[src/rtl/sfp_pkg.sv]
package sfp_pkg;
  localparam int CLS_W = 3;
  typedef enum logic [CLS_W-1:0] {
    CLS_OTHER = 3'd0,
    CLS_COND  = 3'd1,
    CLS_JUMP  = 3'd2,
    CLS_CALL  = 3'd3,
    CLS_RET   = 3'd4
  } instr_class_e;
  localparam int ADDR_W = 32;
endpackage

[src/rtl/sfp_target.sv]
module sfp_target #(
  parameter int ADDR_W = 32,
  parameter int DISP_W = 21
) (
  input  logic [ADDR_W-1:0] pc,
  input  logic [DISP_W-1:0] disp,
  output logic [ADDR_W-1:0] seq_addr,
  output logic [ADDR_W-1:0] br_addr
);
  logic [ADDR_W-1:0] off;
  always_comb begin
    off      = {{(ADDR_W-DISP_W){disp[DISP_W-1]}}, disp} << 2;
    seq_addr = pc + ADDR_W'(4);
    br_addr  = seq_addr + off;
  end
endmodule

[src/rtl/sfp_ras.sv]
module sfp_ras #(
  parameter int ADDR_W = 32,
  parameter int DEPTH  = 4,
  localparam int PTR_W = (DEPTH > 1) ? $clog2(DEPTH) : 1,
  localparam int CNT_W = $clog2(DEPTH + 1)
) (
  input  logic              clk,
  input  logic              rst_n,
  input  logic              flush,
  input  logic              push,
  input  logic              pop,
  input  logic [ADDR_W-1:0] push_addr,
  output logic [ADDR_W-1:0] top_addr,
  output logic              empty,
  output logic [CNT_W-1:0]  count
);
  logic [ADDR_W-1:0] mem [DEPTH];
  logic [PTR_W-1:0]  ptr;

  function automatic logic [PTR_W-1:0] nxt(input logic [PTR_W-1:0] p);
    return (p == PTR_W'(DEPTH-1)) ? '0 : p + PTR_W'(1);
  endfunction
  function automatic logic [PTR_W-1:0] prv(input logic [PTR_W-1:0] p);
    return (p == '0) ? PTR_W'(DEPTH-1) : p - PTR_W'(1);
  endfunction

  assign empty    = (count == '0);
  assign top_addr = mem[prv(ptr)];

  always_ff @(posedge clk) begin
    if (!rst_n || flush) begin
      ptr   <= '0;
      count <= '0;
    end else if (push) begin
      mem[ptr] <= push_addr;
      ptr      <= nxt(ptr);
      if (count != CNT_W'(DEPTH)) count <= count + CNT_W'(1);
    end else if (pop && !empty) begin
      ptr   <= prv(ptr);
      count <= count - CNT_W'(1);
    end
  end
endmodule

[src/rtl/static_fetch_predictor.sv]
module static_fetch_predictor
  import sfp_pkg::*;
#(
  parameter int DISP_W = 21,
  parameter int DEPTH  = 4,
  localparam int CNT_W = $clog2(DEPTH + 1)
) (
  input  logic              clk,
  input  logic              rst_n,
  input  logic              in_valid,
  output logic              in_ready,
  input  logic [CLS_W-1:0]  in_class,
  input  logic [ADDR_W-1:0] in_pc,
  input  logic [DISP_W-1:0] in_disp,
  input  logic              redirect,
  output logic              out_valid,
  input  logic              out_ready,
  output logic              pred_taken,
  output logic              pred_valid,
  output logic [ADDR_W-1:0] pred_target
);
  logic [ADDR_W-1:0] seq_addr, br_addr, top_addr;
  logic              ras_empty, fire, push, pop;
  logic [CNT_W-1:0]  ras_count;

  sfp_target #(.ADDR_W(ADDR_W), .DISP_W(DISP_W)) u_tgt (
    .pc(in_pc), .disp(in_disp), .seq_addr(seq_addr), .br_addr(br_addr)
  );

  sfp_ras #(.ADDR_W(ADDR_W), .DEPTH(DEPTH)) u_ras (
    .clk(clk), .rst_n(rst_n), .flush(redirect), .push(push), .pop(pop),
    .push_addr(seq_addr), .top_addr(top_addr), .empty(ras_empty),
    .count(ras_count)
  );

  assign in_ready  = out_ready;
  assign out_valid = in_valid;
  assign fire      = in_valid && out_ready;
  assign push      = fire && !redirect && (in_class == CLS_CALL);
  assign pop       = fire && !redirect && (in_class == CLS_RET) && !ras_empty;

  // Priority: unconditional and call, then conditional, then return stack.
  always_comb begin
    pred_taken  = 1'b0;
    pred_valid  = in_valid;
    pred_target = seq_addr;
    if (in_class == CLS_JUMP || in_class == CLS_CALL) begin
      pred_taken  = in_valid;
      pred_target = br_addr;
    end else if (in_class == CLS_COND) begin
      if (in_disp[DISP_W-1]) begin
        pred_taken  = in_valid;
        pred_target = br_addr;
      end
    end else if (in_class == CLS_RET) begin
      if (ras_empty) begin
        pred_valid = 1'b0;
      end else begin
        pred_taken  = in_valid;
        pred_target = top_addr;
      end
    end
  end
endmodule

[config.mk]
export PLATFORM = sky130hd
export DESIGN_NAME = static_fetch_predictor
export DESIGN_NICKNAME = d
export VERILOG_FILES = /design/src/rtl/sfp_pkg.sv /design/src/rtl/sfp_target.sv /design/src/rtl/sfp_ras.sv /design/src/rtl/static_fetch_predictor.sv
export SDC_FILE = /design/constraint.sdc
export NUM_CORES = 1
export LEC_CHECK = 0
export BUFFER_PORTS_ARGS = -buffer_cell sky130_fd_sc_hd__buf_2
export CAP_MARGIN = 10
export CORE_ASPECT_RATIO = 0.75
export CORE_MARGIN = 2
export CORE_UTILIZATION = 45
export DETAILED_ROUTE_END_ITERATION = 8
export PLACE_DENSITY = 0.67
export SETUP_SLACK_MARGIN = 0.4
export SKIP_LAST_GASP = 1
export SLEW_MARGIN = 25
export SYNTH_ARGS = -nofsm -noshare
export SYNTH_HDL_FRONTEND = slang
export SYNTH_SLANG_ARGS = --single-unit
[constraint.sdc]
create_clock -name clk -period 4.04 [get_ports clk]
set_input_delay 0.404 -clock clk [delete_from_list [all_inputs] [get_ports clk]]
set_output_delay 0.404 -clock clk [all_outputs]
set_load 0.005 [all_outputs]
==> qor.csv <==
metric,value,unit
status,finished clean,
antenna diode count,0,
Yosys top cell area share,49.21,%
clk sinks,133,
initial antenna violation count,0,
Hold Crit Class,input port to flip-flop,
Cell Rows,41,
# setup viols final,0,
clock tree buffer depth,2,
Post-DRT Antenna Nets,0,
Max-slew headroom,34.39,%
Syn. warnings,0,
post-synth cell types,70,
Buffers on Ports,96,
routed len/inst,22.32,um
footprint of the multi-input gates,4484,um^2
Layout area overhead,41.85,%
CP Max Fanout,3,
"Seq/Total Area, Yosys",50.49,%
Num CTS Buffers,17,
CTS tree,done,
WHS,0.2236,ns
share of cells above drive strength 1,47.62,%
Routed WL,24070,um
Design Power,4018,uW
DRT iter0 DRCs,567,
synth top area cells,"edfxtp_1, mux4_2, ha_1, xnor2_1, a21o_1",
Synth Area in Compound Gates,14.56,%
Final GP Congestion,0.8939,
Post-Synth Adder-Cell Area,6.920,%
vias in the first global route,6496,
worst path cell trace,buf_2 -> and3_4 -> and3_4 -> and3_1 -> xor2_1 -> ha_1 -> nand2_2 -> a311o_1 -> a21o_4 -> a21oi_4 -> a221oi_2 -> buf_4 -> buf_4 -> or4_1 -> nand3_1 -> buf_2,
startpoint types,input port,
core area,16930,um^2
Power per Cell Area,362.7,nW/um^2
hold-fix buffers at CTS,0,
slowest CP cell,or4_1,
All-Layer GR Usage,25.96,%
largest net degree at the start of global routing,33,
final hold viol count,0,
first-pass GRT wire length,35930,um
"most common cell after layout, fill and taps aside",buf_4,
Clock Pin Slew Worst Setup and Hold Paths,0.06,ns
CP Data Arrival Time,3.60,ns
final period utilization,99.03,%
routed via count,6543,
WP data required,3.64,ns
post-layout minimum cycle time,4.001,ns
post-synthesis mux area share,9.354,%
total gr overflow,0,
"Net Count, Synth",718,
Clock Latency Late Sink,0.43,ns
Critical Path Sink Type,output port,
dpl cells,1006,
Worst-Margin Slew,0.9830,ns
CP peak stage delay,0.47,ns
leakage power,0.004338,uW
# nets final,953,
post-placement setup slack,-0.2100,ns
setup ws final,0.03921,ns
DRC Markers,0,
Filler cells,1249,
"delay-heaviest family, CP",simple AND/OR/NAND/NOR gates,
DR vias/cell,6.070,
Synth Flop Type,edfxtp_1,
clk_skew,0.009354,ns
hpwl dp,15980,um
H-tree Lvls,4,
Initial DRT Pass Iterations,6,
RSZ-0062 raised after global routing,yes,
simple-gate share of the synthesized area,10.96,%
Max-Cap Viols,0,
Die Wd,156.1,um
most frequent cells in the layout,"buf_4, edfxtp_1, buf_2, nand2_1, mux4_2",
Post-synth EDFFs,128,
"Async S/R FF share, synth",0,%
critical path class,input port to output port,
Worst Path Buf+Inv,4,
Die H,118.1,um
max frequency,250.0,MHz
Synth Area in XOR/XNOR,5.815,%
Synth Area per Inst,12.70,um^2
synthesized cell area,7811,um^2
Clock Root Buffer,clkbuf_16,
Non-Filler Instances,1078,
Max Slew Vio Count,0,
io pins,97,
largest family of logic cells by synthesized area,compound AO/OA/AOI/OAI gates,
die area,18440,um^2
Seq cells post-synth,133,
cells after synthesis,615,
worst vdd ir,0.3052,mV
register area,3944,um^2
"area leader, netlist",edfxtp_1,
Starting Density,46.14,%
-- path summary, 6_finish.rpt --
kind                   from         endpoint  slack [ns]  cells past startpoint
max                in_pc[6]  pred_target[25]        0.04                     16
min                in_pc[0]  u_ras.mem[0][0]        0.22                      1
max reg2reg  u_ras.count[0]   u_ras.count[2]        1.97                      6
min reg2reg    u_ras.ptr[0]     u_ras.ptr[0]        0.50                      1
-- stage by stage --
stage | util (%) | instance area [um^2] | setup TNS, ns
final | 65.45 | 11080 | 0
after global routing | 65.45 | 11080 | -0.6561
after CTS | 63.06 | 10680 | 0
after detailed placement | 55.32 | 9365 | -1.016
after global placement | 55.32 | 9365 | -0.6976
after floorplan | - | 7895 | 0
-- state kept, by name (all words and copies together) (netlist names) --
register / count
u_ras.mem: 128
u_ras.count: 3
u_ras.ptr: 2
-- where the power goes --
part / switching [uW] / leakage, uW / internal, uW
Clock: 588 / 0.000305 / 1090
Combinational: 420 / 0.00284 / 404
Sequential: 0.446 / 0.00119 / 1510
Total: 1010 / 0.00434 / 3010
-- logic make-up after synthesis --
family | count (synthesis)
flip-flops | 133
XOR/XNOR | 51
multiplexers | 33
adder cells (fa/ha/maj) | 42
AO/OA/AOI/OAI | 162
buffers and inverters | 36
AND/OR/NAND/NOR | 158
-- cell usage after synthesis (18+ instances only) --
| master | instances |
|---|---|
| a22oi_1 | 27 |
| a21oi_1 | 29 |
| xnor2_1 | 31 |
| nand3_1 | 18 |
| a21o_1 | 29 |
| nor2_1 | 28 |
| o21ai_0 | 22 |
| ha_1 | 40 |
| xor2_1 | 19 |
| edfxtp_1 | 128 |
| clkbuf_1 | 22 |
| mux4_2 | 32 |
| nand2_1 | 38 |
-- metal layers --
metal	GRT usage, %	vias to the layer above	routed length, um
met5	0	-	0
met2	40.87	272	11600
met1	35.27	3299	10230
li1	-	2934	-
met4	9.346	0	461
met3	6.075	38	1775
-- repair_timing --
action                                  in CTS  in global routing
setup buffers                               27                 13
endpoints found under the setup margin      16                 18
pin swaps                                   61                 35
resized for setup                           91                 49
-- final cells by class --
cell class	count	area share [%]
Multi-Input combinational cell	446	40.47
Sequential cell	133	35.59
Timing Repair Buffer	245	15.51
Clock buffer	19	3.907
Tap cell	215	2.428
Clock inverter	13	1.852
Inverter	7	0.2371
Note: power is estimated with default switching activity, not from simulation.
